[src/rtl/carrier_align_pkg.sv]
package carrier_align_pkg;

  typedef struct packed {
    logic latchChain;  // update position, count and phase this cycle
    logic bypass;      // cell transparent, gates off
    logic useLocal;    // duty and sync come from the local master inputs
    logic rampClear;   // restart the carrier ramp
  } cellCtl_t;

endpackage

[src/rtl/carrier_align_ctrl.sv]
module carrier_align_ctrl
  import carrier_align_pkg::*;
(
  input  logic     sampleStb,
  input  logic     cellEn,
  input  logic     isMaster,
  input  logic     syncIn,
  input  logic     syncLocal,
  output cellCtl_t ctl
);

  always_comb begin
    ctl.latchChain = sampleStb & cellEn;
    ctl.bypass     = ~cellEn;
    ctl.useLocal   = isMaster;
    ctl.rampClear  = isMaster ? syncLocal : syncIn;
  end

endmodule

[src/rtl/carrier_align_dp.sv]
module carrier_align_dp
  import carrier_align_pkg::*;
#(
  parameter int IDX_W = 3,
  parameter int PH_W  = 16
) (
  input  logic             clk,
  input  logic             rst_n,
  input  cellCtl_t         ctl,
  input  logic [IDX_W-1:0] idxIn,
  input  logic [IDX_W-1:0] cntIn,
  input  logic [IDX_W-1:0] tailIdxIn,
  input  logic [PH_W-1:0]  phaseIn,
  input  logic [PH_W-1:0]  dutyIn,
  input  logic             syncIn,
  input  logic [PH_W-1:0]  dutyLocal,
  input  logic             syncLocal,
  output logic [IDX_W-1:0] idxOut,
  output logic [IDX_W-1:0] cntOut,
  output logic [PH_W-1:0]  phaseOut,
  output logic [PH_W-1:0]  dutyOut,
  output logic             syncOut,
  output logic [PH_W-1:0]  phaseHeld,
  output logic [PH_W-1:0]  dutyEff
);

  localparam int NUM_CNT = 1 << IDX_W;
  localparam logic [PH_W:0] FULL_TURN = {1'b1, {PH_W{1'b0}}};

  // Step table: one turn divided by the count; count 0 maps to no step.
  logic [PH_W-1:0] stepLut [NUM_CNT];

  generate
    for (genvar n = 0; n < NUM_CNT; n++) begin : g_step
      if (n == 0) begin : g_zero
        assign stepLut[n] = '0;
      end else begin : g_div
        localparam logic [PH_W:0] QUOT = FULL_TURN / (PH_W+1)'(n);
        assign stepLut[n] = QUOT[PH_W-1:0];
      end
    end
  endgenerate

  logic [IDX_W-1:0] idxReg, cntReg;
  logic [PH_W-1:0]  phaseReg;
  logic [IDX_W-1:0] cntNext;
  logic [PH_W-1:0]  baseStep;
  logic             isFirst;

  assign isFirst  = (idxIn == '0);
  assign cntNext  = isFirst ? tailIdxIn : cntIn;
  assign baseStep = stepLut[cntReg];

  always_ff @(posedge clk or negedge rst_n) begin
    if (!rst_n) begin
      idxReg   <= '0;
      cntReg   <= '0;
      phaseReg <= '0;
    end else if (ctl.latchChain) begin
      idxReg   <= idxIn + IDX_W'(1);
      cntReg   <= cntNext;
      phaseReg <= phaseIn + baseStep;
    end
  end

  always_comb begin
    dutyEff = ctl.useLocal ? dutyLocal : dutyIn;
    if (ctl.bypass) begin
      idxOut   = idxIn;
      cntOut   = cntIn;
      phaseOut = phaseIn;
      dutyOut  = dutyIn;
      syncOut  = syncIn;
    end else begin
      idxOut   = idxReg;
      cntOut   = cntReg;
      phaseOut = phaseReg;
      dutyOut  = dutyEff;
      syncOut  = ctl.useLocal ? syncLocal : syncIn;
    end
  end

  assign phaseHeld = phaseReg;

endmodule

[src/rtl/carrier_align_tri.sv]
module carrier_align_tri
  import carrier_align_pkg::*;
#(
  parameter int PH_W      = 16,
  parameter int RAMP_STEP = 256
) (
  input  logic            clk,
  input  logic            rst_n,
  input  cellCtl_t        ctl,
  input  logic [PH_W-1:0] phase,
  input  logic [PH_W-1:0] duty,
  output logic            gateHi,
  output logic            gateLo
);

  localparam logic [PH_W-1:0] STEP = PH_W'(RAMP_STEP);

  logic [PH_W-1:0] rampReg;
  logic [PH_W-1:0] shifted;
  logic [PH_W-1:0] carrier;
  logic            cmpHi;

  always_ff @(posedge clk or negedge rst_n) begin
    if (!rst_n)             rampReg <= '0;
    else if (ctl.rampClear) rampReg <= '0;
    else                    rampReg <= rampReg + STEP;
  end

  // Fold the offset sawtooth into a triangle: rising half, then falling half.
  assign shifted = rampReg + phase;
  assign carrier = shifted[PH_W-1] ? {~shifted[PH_W-2:0], 1'b0}
                                   : { shifted[PH_W-2:0], 1'b0};
  assign cmpHi   = (duty > carrier);

  assign gateHi = ~ctl.bypass & cmpHi;
  assign gateLo = ~ctl.bypass & ~cmpHi;

endmodule

[src/rtl/carrier_align_cell.sv]
module carrier_align_cell
  import carrier_align_pkg::*;
#(
  parameter int IDX_W     = 3,
  parameter int PH_W      = 16,
  parameter int RAMP_STEP = 256
) (
  input  logic             clk,
  input  logic             rst_n,
  input  logic             sampleStb,
  input  logic             cellEn,
  input  logic             isMaster,
  input  logic [IDX_W-1:0] idxIn,
  input  logic [IDX_W-1:0] cntIn,
  input  logic [IDX_W-1:0] tailIdxIn,
  input  logic [PH_W-1:0]  phaseIn,
  input  logic [PH_W-1:0]  dutyIn,
  input  logic             syncIn,
  input  logic [PH_W-1:0]  dutyLocal,
  input  logic             syncLocal,
  output logic [IDX_W-1:0] idxOut,
  output logic [IDX_W-1:0] cntOut,
  output logic [PH_W-1:0]  phaseOut,
  output logic [PH_W-1:0]  dutyOut,
  output logic             syncOut,
  output logic             gateHi,
  output logic             gateLo
);

  cellCtl_t        ctl;
  logic [PH_W-1:0] phaseHeld;
  logic [PH_W-1:0] dutyEff;

  carrier_align_ctrl ctrl_i (
    .sampleStb (sampleStb),
    .cellEn    (cellEn),
    .isMaster  (isMaster),
    .syncIn    (syncIn),
    .syncLocal (syncLocal),
    .ctl       (ctl)
  );

  carrier_align_dp #(.IDX_W(IDX_W), .PH_W(PH_W)) dp_i (
    .clk       (clk),
    .rst_n     (rst_n),
    .ctl       (ctl),
    .idxIn     (idxIn),
    .cntIn     (cntIn),
    .tailIdxIn (tailIdxIn),
    .phaseIn   (phaseIn),
    .dutyIn    (dutyIn),
    .syncIn    (syncIn),
    .dutyLocal (dutyLocal),
    .syncLocal (syncLocal),
    .idxOut    (idxOut),
    .cntOut    (cntOut),
    .phaseOut  (phaseOut),
    .dutyOut   (dutyOut),
    .syncOut   (syncOut),
    .phaseHeld (phaseHeld),
    .dutyEff   (dutyEff)
  );

  carrier_align_tri #(.PH_W(PH_W), .RAMP_STEP(RAMP_STEP)) tri_i (
    .clk    (clk),
    .rst_n  (rst_n),
    .ctl    (ctl),
    .phase  (phaseHeld),
    .duty   (dutyEff),
    .gateHi (gateHi),
    .gateLo (gateLo)
  );

endmodule

[config.mk]
export PLATFORM = sky130hd
export DESIGN_NAME = carrier_align_cell
export DESIGN_NICKNAME = d
export VERILOG_FILES = /design/src/rtl/carrier_align_pkg.sv /design/src/rtl/carrier_align_ctrl.sv /design/src/rtl/carrier_align_dp.sv /design/src/rtl/carrier_align_tri.sv /design/src/rtl/carrier_align_cell.sv
export SDC_FILE = /design/constraint.sdc
export NUM_CORES = 1
export LEC_CHECK = 0
export ABC_CLOCK_PERIOD_IN_PS = 5100
export BUFFER_PORTS_ARGS = -buffer_cell sky130_fd_sc_hd__buf_2
export CORE_UTILIZATION = 35
export DETAILED_ROUTE_END_ITERATION = 6
export SETUP_SLACK_MARGIN = 0.05
export SYNTH_ARGS = -nofsm -noshare
export SYNTH_HDL_FRONTEND = slang
export SYNTH_SLANG_ARGS = --single-unit
[constraint.sdc]
create_clock -name clk -period 5.1 [get_ports clk]
set_clock_uncertainty 0.05 [all_clocks]
set_input_delay 0.51 -clock clk [delete_from_list [all_inputs] [get_ports clk]]
set_output_delay 0.51 -clock clk [all_outputs]
set_load 0.005 [all_outputs]
==> impl_metrics.tcl <==
set metrics [dict create \
    worstMarginPinSlew_ps 1000 \
    start_util 0.366 \
    finalCriticalPeriod_ps 4460 \
    dpl.hpwl_microns 7450 \
    synth_mux_area_frac 0.182 \
    worstReg2RegEnd "dp_i.phaseHeld[12]" \
    synth_xor_area_frac 0.106 \
    worstRegToRegCells 12 \
    timing.final.crit_share 0.874 \
    p_per_area_mw_per_mm2 283 \
    core_sq_mm 0.00986 \
    dr.pass1.iters 4 \
    drc 0 \
    min_path_type "in2async" \
    seqCellArea_sq_um 751 \
    layout-drive-gt1-share 0.285 \
    drv_cap 0 \
    critPathMaxFanout 13 \
    grt_usage 0.171 \
    cts.sinks 30 \
    cts-hold-fix-buffers 0 \
    synth_fp_nets 504 \
    syn_inst 394 \
    startpoint "tri_i.rampReg[11]" \
    synth_fa_ha_area_frac 0.162 \
    grt_pass1_wl_microns 15100 \
    viasPerCell 5.09 \
    ys_warn_count 0 \
    design_power_total_w 0.00121 \
    ys_seq_area_frac 0.208 \
    crit_arrival_ps 3900 \
    vias 3160 \
    startpoint_type "register" \
    path_class "reg2out" \
    gp_congestion 0.849 \
    fill_cells 994 \
    syn_area_per_cell_sq_um 9.15 \
    max_freq_mhz 224 \
    cts_buffer_depth 2 \
    h-tree-depth 2 \
    grt_overflow 0 \
    numCtsBuffers 5 \
    grt_pass1_vias 3148 \
    synth_ff_type "dfrtp_1" \
    die_y_microns 104 \
    fin_tns_setup_ps 0 \
    path_clk_slew_ps 70 \
    cts_root_buf "clkbuf_8" \
    nNetsFinal 598 \
    slew_violations 0 \
    cts.repair.resized 0 \
    rsz0062_at_grt "false" \
    peakVddDrop_mv 0.0952 \
    antenna_found_initial 0 \
    async_flop_share 1.00 \
    r2r-start "dp_i.cntReg[0]" \
    post-cts-setup-buffer-count 0 \
    dieArea_sq_mm 0.0107 \
    multi_input_area_sq_mm 0.00272 \
    rows 36 \
    synth_compound_area_frac 0.173 \
    p_leak_nw 2.14 \
    synth_edf_count 0 \
    hold_viol 0 \
    io_pins 105 \
    grt_max_degree 48 \
    n_antenna_cell 0 \
    routedWlPerCell_microns 14.7 \
    cp.required_ps 4540 \
    clock_latency_ps 280 \
    cts_tree "built" \
    synth_area_sq_mm 0.00361 \
    drtIter0Drc 132 \
    end_kind "output port" \
    synth_top_family_by_area "multiplexers" \
    syn_to_final_growth_pct 19.2 \
    outcome "complete, no violations" \
    relSlewSlack 0.331 \
    yosys.area_share.simple 0.133 \
    ff2ff_setup_slack_ps 2050 \
    portBuffers 104 \
    synth.distinct_cells 54 \
    final_core_utilization 0.436 \
    ant_nets 0 \
    die_w_microns 104 \
    finalSetupViolCount 0 \
    ys_ff_latch 30 \
    wl_microns 9160 \
]
==> metal layers <==
layer / up-vias / track usage / wire (microns)
met2: 82 / 0.307 / 4370
met3: 6 / 0.0189 / 343
met1: 1459 / 0.216 / 4350
li1: 1613 / - / -
met4: 0 / 0.0466 / 93
met5: - / 0 / 0
==> layout make-up <==
type / instances / area share
Sequential cell: 30 / 0.175
Clock buffer: 7 / 0.0178
Timing Repair Buffer: 105 / 0.123
Multi-Input combinational cell: 332 / 0.634
Tap cell: 133 / 0.0387
Inverter: 14 / 0.0122
==> registers in the layout, indices dropped and copies added, names as in the netlist <==
| name | flops |
|---|---|
| dp_i.cntReg | 3 |
| dp_i.idxReg | 3 |
| dp_i.phaseHeld | 16 |
| tri_i.rampReg | 8 |
==> worst max path at each step <==
stage                         to  depth (start not counted)
after floorplan           gateHi                         15
after global placement    gateHi                         15
after detailed placement  gateHi                         15
after CTS                 gateHi                         15
after global routing      gateHi                         15
final                     gateHi                         15
==> critical path, stage by stage, from the launching register on <==
cell and delay [ps]:
dfrtp_1 420, ha_1 370, nand3_1 140, o2111ai_4 250, a21o_1 240, a21oi_4 90, xnor2_4 480, xnor2_1 190
ha_1 260, nor2b_1 140, o21ai_1 110, a21oi_1 80, a2111oi_0 400, o21ai_1 130, and3_1 180, buf_2 120
==> where the power goes <==
part           total, W  switching, W  internal, W  leakage (nW)
clock network  0.000182     0.0000883    0.0000938        0.0383
logic          0.000700      0.000360     0.000340          1.72
registers      0.000332     0.0000514     0.000281         0.379
total           0.00121      0.000500     0.000714          2.14
==> placed cells by master (no fill, tap or decap), types with 3 or more instances in the layout <==
master / instances
o21ai_1: 23
nor2_1: 16
ha_1: 45
clkbuf_8: 5
a21o_1: 11
o21ai_0: 3
nor2b_1: 5
and2_1: 5
o21a_1: 5
nand2b_1: 6
dfrtp_1: 30
xor2_1: 14
nand4_1: 6
a21oi_1: 14
xnor2_1: 21
mux2i_1: 7
a211o_1: 3
mux2_1: 33
and3_1: 4
a211oi_1: 4
mux2_2: 19
o21bai_1: 3
o22ai_1: 4
nand3_1: 13
nand2_1: 36
buf_2: 104
inv_1: 14
==> synthesized netlist by cell type (all sizes together) (2+ instances only) <==
library cell / instances / share of area
nand2: 36 / 0.037
inv: 14 / 0.015
nand2b: 6 / 0.010
nand4: 6 / 0.010
xnor2: 24 / 0.068
a21oi: 16 / 0.028
o22ai: 4 / 0.0069
a211o: 3 / 0.0073
o21a: 5 / 0.010
mux2i: 7 / 0.019
ha: 45 / 0.16
clkbuf: 12 / 0.012
xor2: 15 / 0.039
o21bai: 3 / 0.0062
o211ai: 2 / 0.0042
a21o: 11 / 0.023
nor2b: 5 / 0.0087
a211oi: 4 / 0.0083
nor2: 16 / 0.017
and2: 5 / 0.0087
o21ai: 26 / 0.036
and4: 2 / 0.0049
and3: 4 / 0.0069
o41ai: 2 / 0.0069
dfrtp: 30 / 0.21
nand3: 13 / 0.018
or2: 2 / 0.0035
a31oi: 2 / 0.0035
mux2: 52 / 0.16
or3: 2 / 0.0035
buf: 6 / 0.0097
==> stage by stage <==
| step | setup slack, ps | instances | hold slack [ps] | area, sq um |
|---|---|---|---|---|
| 3_5_place_dp | 933 | 614 | 432 | 4220 |
| 3_3_place_gp | 1080 | 614 | 423 | 4220 |
| 5_1_grt | 297 | 621 | 282 | 4300 |
| 2_1_floorplan | 1370 | 394 | 164 | 3610 |
| 6_report | 643 | 621 | 231 | 4300 |
| 4_1_cts | 612 | 621 | 257 | 4300 |
==> cell families after synthesis <==
| group | count (synthesis) |
|---|---|
| compound gates | 89 |
| xor+xnor | 39 |
| fa+ha+maj | 46 |
| buf+inv | 32 |
| flops | 30 |
| mux | 59 |
| simple gates | 99 |
(Power assumes the default switching activity.)
